==> config.mk <==
export PLATFORM = sky130hd
export DESIGN_NAME = mux_bus_slave
export DESIGN_NICKNAME = d
export VERILOG_FILES = /design/src/rtl/mbs_pkg.sv /design/src/rtl/mbs_sync.sv /design/src/rtl/mbs_phase_dec.sv /design/src/rtl/mbs_addr_latch.sv /design/src/rtl/mux_bus_slave.sv
export SDC_FILE = /design/constraint.sdc
export NUM_CORES = 1
export LEC_CHECK = 0
export BUFFER_PORTS_ARGS = -buffer_cell sky130_fd_sc_hd__buf_2
export CORE_UTILIZATION = 35
export DETAILED_ROUTE_END_ITERATION = 6
export REMOVE_ABC_BUFFERS = 1
export SYNTH_ARGS = -nofsm -noshare
export SYNTH_HDL_FRONTEND = slang
export SYNTH_HIERARCHICAL = 1
export SYNTH_SLANG_ARGS = --single-unit
==> constraint.sdc <==
create_clock -name clk -period 3.3 [get_ports clk]
set_clock_uncertainty 0.1 [all_clocks]
set_input_delay 0.66 -clock clk [delete_from_list [all_inputs] [get_ports clk]]
set_output_delay 0.66 -clock clk [all_outputs]
set_load 0.005 [all_outputs]
==> src/rtl/mbs_pkg.sv <==
// Shared types for the multiplexed bus slave port.
package mbs_pkg;
    // Meaning of the data-phase control pins.
    typedef enum logic {
        MODE_SEPARATE   = 1'b0,  // read strobe low / write strobe low
        MODE_STROBE_DIR = 1'b1   // data strobe high plus direction pin
    } bus_mode_e;

    // Control pins carried through the synchronizer as one vector.
    localparam int CTRL_W    = 4;
    localparam int CTRL_AS   = 0;
    localparam int CTRL_DS   = 1;
    localparam int CTRL_RW   = 2;
    localparam int CTRL_CSN  = 3;
endpackage

==> src/rtl/mbs_sync.sv <==
// Two-flop synchronizer for a vector of asynchronous pins.
// Assumes each bit is independent; RST_VAL is the idle level of each pin.
module mbs_sync #(
    parameter int          WIDTH   = 1,
    parameter logic [WIDTH-1:0] RST_VAL = '0
) (
    input  logic             clk,
    input  logic             rst_n,
    input  logic [WIDTH-1:0] d,
    output logic [WIDTH-1:0] q
);
    for (genvar i = 0; i < WIDTH; i++) begin : g_bit
        logic meta;
        // Two register stages per bit, reset to the idle level.
        always_ff @(posedge clk) begin
            if (!rst_n) begin
                meta <= RST_VAL[i];
                q[i] <= RST_VAL[i];
            end else begin
                meta <= d[i];
                q[i] <= meta;
            end
        end
    end
endmodule

==> src/rtl/mbs_phase_dec.sv <==
// Data-phase decoder: turns the synchronized strobe pins into a read-active
// level and a one-clock write-end event, according to the bus mode.
// Assumes inputs are already synchronized and mode only changes while idle.
module mbs_phase_dec
    import mbs_pkg::*;
(
    input  logic      clk,
    input  logic      rst_n,
    input  bus_mode_e mode,
    input  logic      ds_s,
    input  logic      rw_s,
    input  logic      cs_n_s,
    output logic      rd_act,
    output logic      wr_end
);
    logic ds_q, rw_q;
    logic cs_act;

    assign cs_act = ~cs_n_s;

    // Previous strobe levels for edge detection.
    always_ff @(posedge clk) begin
        if (!rst_n) begin
            ds_q <= 1'b1;
            rw_q <= 1'b1;
        end else begin
            ds_q <= ds_s;
            rw_q <= rw_s;
        end
    end

    // Per-mode meaning of the two control pins.
    always_comb begin
        if (mode == MODE_STROBE_DIR) begin
            rd_act = ds_s & rw_s & cs_act;
            wr_end = ds_q & ~ds_s & ~rw_s & cs_act;
        end else begin
            rd_act = ~ds_s & cs_act;
            wr_end = ~rw_q & rw_s & cs_act;
        end
    end

    // a write end is a single-clock event
    wr_end_single_chk: assert property (@(posedge clk) disable iff (!rst_n)
        wr_end |=> !wr_end);
endmodule

==> src/rtl/mbs_addr_latch.sv <==
// Address latch: loads the low bus bits on a falling address strobe.
// Assumes the bus value is synchronized with the same latency as the strobe.
module mbs_addr_latch #(
    parameter int ADDR_W = 7
) (
    input  logic              clk,
    input  logic              rst_n,
    input  logic              as_s,
    input  logic [ADDR_W-1:0] bus_lo,
    output logic [ADDR_W-1:0] addr
);
    logic as_q;

    // Track strobe level and capture the address on its falling edge.
    always_ff @(posedge clk) begin
        if (!rst_n) begin
            as_q <= 1'b1;
            addr <= '0;
        end else begin
            as_q <= as_s;
            if (as_q && !as_s) addr <= bus_lo;
        end
    end
endmodule

==> src/rtl/mux_bus_slave.sv <==
// Slave port for a multiplexed address/data bus with two strobe modes.
// Assumes: bus pins asynchronous to clk, strobes held at least 4 clocks,
// data stable around the write trailing edge, reg_rdata combinational on reg_addr.
module mux_bus_slave
    import mbs_pkg::*;
#(
    parameter int DATA_W = 8,
    parameter int ADDR_W = 7,
    parameter logic [(1<<ADDR_W)-1:0] RO_MASK = (1 << 12) | (1 << 13)
) (
    input  logic              clk,
    input  logic              rst_n,
    input  logic              mode_i,
    input  logic              as_i,
    input  logic              ds_i,
    input  logic              rw_i,
    input  logic              cs_n_i,
    input  logic [DATA_W-1:0] bus_in,
    output logic [DATA_W-1:0] bus_out,
    output logic              bus_oe,
    output logic [ADDR_W-1:0] reg_addr,
    output logic [DATA_W-1:0] reg_wdata,
    output logic              reg_we,
    output logic              reg_re,
    input  logic [DATA_W-1:0] reg_rdata
);
    localparam logic [CTRL_W-1:0] CTRL_IDLE = '1;

    logic [CTRL_W-1:0] ctrl_s;
    logic [DATA_W-1:0] bus_s;
    logic              rd_act, rd_q, wr_end;
    logic [DATA_W-1:0] rdata_q;

    mbs_sync #(.WIDTH(CTRL_W), .RST_VAL(CTRL_IDLE)) u_ctrl_sync (
        .clk(clk), .rst_n(rst_n),
        .d({cs_n_i, rw_i, ds_i, as_i}), .q(ctrl_s));

    mbs_sync #(.WIDTH(DATA_W), .RST_VAL('0)) u_bus_sync (
        .clk(clk), .rst_n(rst_n), .d(bus_in), .q(bus_s));

    mbs_addr_latch #(.ADDR_W(ADDR_W)) u_addr (
        .clk(clk), .rst_n(rst_n), .as_s(ctrl_s[CTRL_AS]),
        .bus_lo(bus_s[ADDR_W-1:0]), .addr(reg_addr));

    mbs_phase_dec u_dec (
        .clk(clk), .rst_n(rst_n), .mode(bus_mode_e'(mode_i)),
        .ds_s(ctrl_s[CTRL_DS]), .rw_s(ctrl_s[CTRL_RW]),
        .cs_n_s(ctrl_s[CTRL_CSN]), .rd_act(rd_act), .wr_end(wr_end));

    // Read phase state and the byte captured at the single read enable.
    always_ff @(posedge clk) begin
        if (!rst_n) begin
            rd_q    <= 1'b0;
            rdata_q <= '0;
        end else begin
            rd_q <= rd_act;
            if (reg_re) rdata_q <= reg_rdata;
        end
    end

    assign reg_re    = rd_act & ~rd_q;
    assign bus_oe    = rd_act & rd_q;
    assign bus_out   = rdata_q;
    assign reg_wdata = bus_s;
    assign reg_we    = wr_end & ~RO_MASK[reg_addr];


    re_single_chk: assert property (@(posedge clk) disable iff (!rst_n)
        reg_re |=> !reg_re);


    oe_after_re_chk: assert property (@(posedge clk) disable iff (!rst_n)
        $rose(bus_oe) |-> $past(reg_re));


    we_re_excl_chk: assert property (@(posedge clk) disable iff (!rst_n)
        !(reg_we && reg_re));


    oe_needs_rd_chk: assert property (@(posedge clk) disable iff (!rst_n)
        bus_oe |-> $past(rd_act));
endmodule

Word level (Yosys, flattened, before mapping)
Memories as Yosys holds them, arrays and structs flattened. A register that Yosys moved wholly into a read port is not among the register bits.
Index checks and enable logic that the tools add are counted.
- register bits after elaboration: 43
- ROM bits: 128
- input port bits: 23
- output and inout bits: 26
- logic and storage cells: 56
- memories kept: 1
- magnitude comparators: 1
- mux-type cells: 5
- bitwise gates (word level): 17
- reductions and logical operators: 2
- memory list (memory ; words ; width ; rd ports ; clocked after Yosys merged registers in ; write ports ; line ; text):
    (no name shown) ; 128 ; 1 ; 1 ; 1 ; 0 ; mux_bus_slave.sv:65 ; assign reg_we = wr_end & ~RO_MASK[reg_addr];
- operators with widths (cell ; number):
    two-way mux 7 bit ; 2
    AND 1 bit ; 11
    less-than comparator 7 x 8 -> 1 bit, second input constant ; 1
    inverter 1 bit ; 6
    two-way mux 1 bit ; 3
    logical AND 1 bit ; 1
    logical NOT 1 bit ; 1

Depth between registers and ports, before layout
- word-level depth: 6
- mapped depth: 7
- gate-level depth less buffers: 6

Hierarchy
The synthesis kept the hierarchy.
- by module, submodules not included (module ; times used ; cells an instance ; area each (µm²) ; sequential area each (µm²)):
    mbs_sync at u_bus_sync ; 1 ; 33 ; 446.7 ; 320.3
    mux_bus_slave ; 1 ; 42 ; 391.6 ; 180.2
    mbs_addr_latch ; 1 ; 33 ; 315.3 ; 160.2
    mbs_sync at u_ctrl_sync ; 1 ; 16 ; 210.2 ; 160.2
    mbs_phase_dec ; 1 ; 10 ; 93.8 ; 40.0

Least setup slack after synthesis
OpenSTA, ideal clock, no wires.
- path type: in2out
- from: in mode_i
- to: out reg_we
- arrival: 1.334 ns
- required time: 2.540 ns
- path slack: 1.206 ns
- stages: 4
- buffers on the path: 0
- cells stage by stage: or3b_1 -> a21oi_1 -> inv_1 -> a31oi_1
- longest elaborated chain between the ends: 2
- RTL lines (element ; line ; text):
    start, declared ; mux_bus_slave.sv:13 ; input logic mode_i,
    two-way mux 1 bit ; mbs_phase_dec.sv:34 ; if (mode == MODE_STROBE_DIR) begin
    named net wr_end ; mux_bus_slave.sv:31 ; logic rd_act, rd_q, wr_end;
    AND 1 bit ; mux_bus_slave.sv:65 ;
    end, declared ; mux_bus_slave.sv:23 ; output logic reg_we,
The timed path passes the listed nets, and every way through them passes these cells.

Worst setup path in the final report
- from: in mode_i
- to: out reg_re
- longest elaborated chain between the ends: 2
- RTL lines (element ; line ; text):
    two-way mux 1 bit ; mbs_phase_dec.sv:34 ;
    named net rd_act ; mux_bus_slave.sv:31 ;
    AND 1 bit ; mux_bus_slave.sv:61 ; assign reg_re = rd_act & ~rd_q;
    end, declared ; mux_bus_slave.sv:24 ; output logic reg_re,
The timed path passes the listed nets, and every way through them passes these cells.

==> results.txt <==
Power density over cell area - 498.9 mW/mm^2
Setup violators final - 0
CP startpoint - mode_i
Placed cell count - 228
CTS HTree Levels - 2
Final min period - 2463 ps
Pins over their slew limit - 0
Core box area - 0.004000 mm^2
Net Switching - 0.1837 mW
Final instance area - 0.001800 mm^2
Hold Crit Class - reg -> reg
Sequential share of power - 0.604
# port buffers - 48
RSZ-0062 raised after global routing - false
Max stage delay on crit path - 250 ps
Power, Total - 0.8983 mW
Part of the cycle the worst path needs - 0.7463
Worst r2r dst - bus_out[4]$_SDFFE_PN0P_
Wirelength, routed - 2.376 mm
Cell Chain, Critical Path - buf_2 > or2_1 > a21oi_1 > nand2b_1 > clkinv_4 > buf_2
Clk Latency, worst-skew pair - 280 ps
Post-synthesis sequential area ratio - 0.5906
Worst Path Arrival - 1700 ps
Initial Util - 0.3644
Crit path buffers/inverters - 3
WL/cell - 10.07 um
DP Area - 0.001719 mm^2
Synth top area cells - dfxtp_1, nand2_1, a21boi_2, and2_2, mux2i_1
Worst R2R Setup Slack - 1790 ps
Synth Cell Area - 0.001458 mm^2
Worst-path clk slew - 70 ps
Number of primary I/O pins - 49
Final net count - 208
Sink Count - 43
Largest net degree at the start of global routing - 51
Switching Share - 0.2045
Worst VDD drop - 0.2960 mV
# hold bufs at CTS - 0
Drt pass-1 iters - 4
Diode count - 0
CTS max path bufs - 2
Clock power share - 0.337
Synthesis-stage register bit count - 43
Area share of the largest cell type after synthesis - 0.5906
Setup CP Type - in -> out
DP Wirelength - 1.706 mm
Root Driver - clkbuf_8
Fin worst setup slack - 837.4 ps
Mapped Cells - 134
Setup_tns - 0 ps
Layout overhead on the synthesized area - 23.52%
Max Cap Violations - 0
Cts bufs inserted - 5
P_leak - 0.7850 nW
Final std cells w/o fill - 236
Chip height - 66.54 um
Die area - 0.004427 mm^2
Syn. warnings - 6
DP Worst Slack - 843.6 ps
Crit path launch type - primary input
Required @ worst endpoint - 2540 ps
First-pass GRT wire length - 3.808 mm
Status - completed
Total GRT Usage - 0.1163
Initial DRC Count - 40
Slowest cell on crit path - nand2b_1
Hold Path Sink - u_ctrl_sync/q[0]$_SDFF_PN1_
Row count - 23
Logic pwr share - 0.059
CTS tree - built
Crit path max fanout - 9
Layout cells sized above 1 - 0.4032
Reg2Reg Depth - 6
Crit path max-delay family - simple AND/OR/NAND/NOR gates
Post-CTS Resized - 0
Global route overflow - 0
Avg Inst Size Synth - 10.88 um^2
Post-CTS Repair Setup Buffers - 0
Most used cell, CP - buf_2
DRC Markers - 0
Netlist cell types - 20
Hold depth - 1
Fmax - 406.1 MHz
RR Startpoint - u_ctrl_sync/q[1]$_SDFF_PN1_
Routed vias/inst - 4.339
Slew headroom - 0.4665
Antenna violations before repair - 0
Final hold vios - 0
Synth area leader - dfxtp_1
Worst Setup End Kind - primary output
Hold Path Origin - u_ctrl_sync/g_bit[0].meta$_SDFF_PN1_
Final ANT Viol Nets - 0
Total number of vias - 1024
Routability cong. - 0.6239
Vias in the first global route - 922
Die width - 66.54 um
Worst slew pin tran - 798.6 ps
Int Pwr - 0.7145 mW
Fillers - 401
-- cell usage in the layout, fill, tap and decap left out --
master / n
a21boi_2: 8
a21oi_1: 2
a31oi_1: 1
and2_1: 6
and2_2: 12
buf_2: 48
clkbuf_1: 2
clkbuf_8: 5
clkinv_2: 1
clkinv_4: 1
dfxtp_1: 43
inv_1: 2
mux2i_1: 7
nand2_1: 30
nand2b_1: 11
nand3_1: 1
nand4bb_1: 1
nor2b_1: 1
nor4b_1: 1
or2_1: 1
or2b_1: 1
or3b_1: 1
-- stage by stage --
stage | util | hold WS [ps]
finish | 0.4501 | 308.8
global route | 0.4501 | 346.3
CTS | 0.4501 | 313.4
detailed placement | 0.4298 | 295.3
global placement | 0.4298 | 291.0
floorplan | - | 286.3
-- area by class of cell --
| cell class | instances | area (um^2) | area share |
|---|---|---|---|
| clock inverters | 1 | 5.005 | 0.002780 |
| well taps | 50 | 62.56 | 0.03475 |
| flip-flops and latches | 43 | 860.8 | 0.4781 |
| clock buffers | 7 | 76.32 | 0.04239 |
| multi-input cells | 84 | 539.3 | 0.2995 |
| repair buffers | 48 | 240.2 | 0.1334 |
| inverters | 3 | 16.27 | 0.009034 |
-- sequential cells by signal, indices dropped and copies added (netlist names) --
signal and count:
bus_out 8, u_bus_sync/g_bit.meta 8, u_bus_sync/q 8, u_addr/addr 7, u_ctrl_sync/g_bit.meta 4, u_ctrl_sync/q 4, rd_q 1, u_addr/as_q 1
u_dec/ds_q 1, u_dec/rw_q 1
-- power by group through the flow --
| stage | sequential (mW) | clock (mW) | combinational [mW] |
|---|---|---|---|
| 3_5_place_dp | 0.555 | 0 | 0.0538 |
| 3_3_place_gp | 0.554 | 0 | 0.0521 |
| 6_report | 0.543 | 0.303 | 0.0527 |
| 4_1_cts | 0.543 | 0.318 | 0.0541 |
| 5_1_grt | 0.545 | 0.342 | 0.0593 |
| 2_1_floorplan | 0.554 | 0 | 0.0236 |
-- how the worst max path moves through the flow --
stage | depth (start not counted) | slack, ps | end
6_report | 6 | 840 | reg_re
3_3_place_gp | 6 | 870 | reg_re
4_1_cts | 6 | 830 | reg_re
3_5_place_dp | 6 | 840 | reg_re
2_1_floorplan | 4 | 1180 | reg_re
5_1_grt | 6 | 710 | reg_re
-- cell usage after synthesis, drive strengths merged --
cell type and instances:
nand4bb 1, or2b 1, nor4b 1, a21oi 2, clkinv 1, and2 18, nand2b 11, mux2i 7
nor2b 1, nand2 30, dfxtp 43, inv 2, buf 4, or2 1, or3b 1, a21boi 8
a31oi 1, nand3 1
-- metal layers --
layer / track usage / vias up / wire (um)
li1: - / 525 / -
met1: 0.1344 / 454 / 1120
met2: 0.1888 / 43 / 1035
met3: 0.05308 / 2 / 199
met4: 0.03989 / 0 / 20
met5: 0 / - / 0
-- worst register-to-register path: cells and delay by family (launching register included) --
family / cells / cell delay, ps
and+or+nand+nor: 3 / 560
DFF: 1 / 330
AOI/OAI and AO/OA: 2 / 320
buffers and inverters: 1 / 150
-- cell families after synthesis --
| logic type | after synthesis | synth area share |
|---|---|---|
| AO/OA/AOI/OAI | 11 | 0.07297 |
| buffers and inverters | 7 | 0.03949 |
| flip-flops | 43 | 0.5906 |
| multiplexers | 7 | 0.04807 |
| AND/OR/NAND/NOR | 66 | 0.2489 |
(Power assumes the default switching activity.)
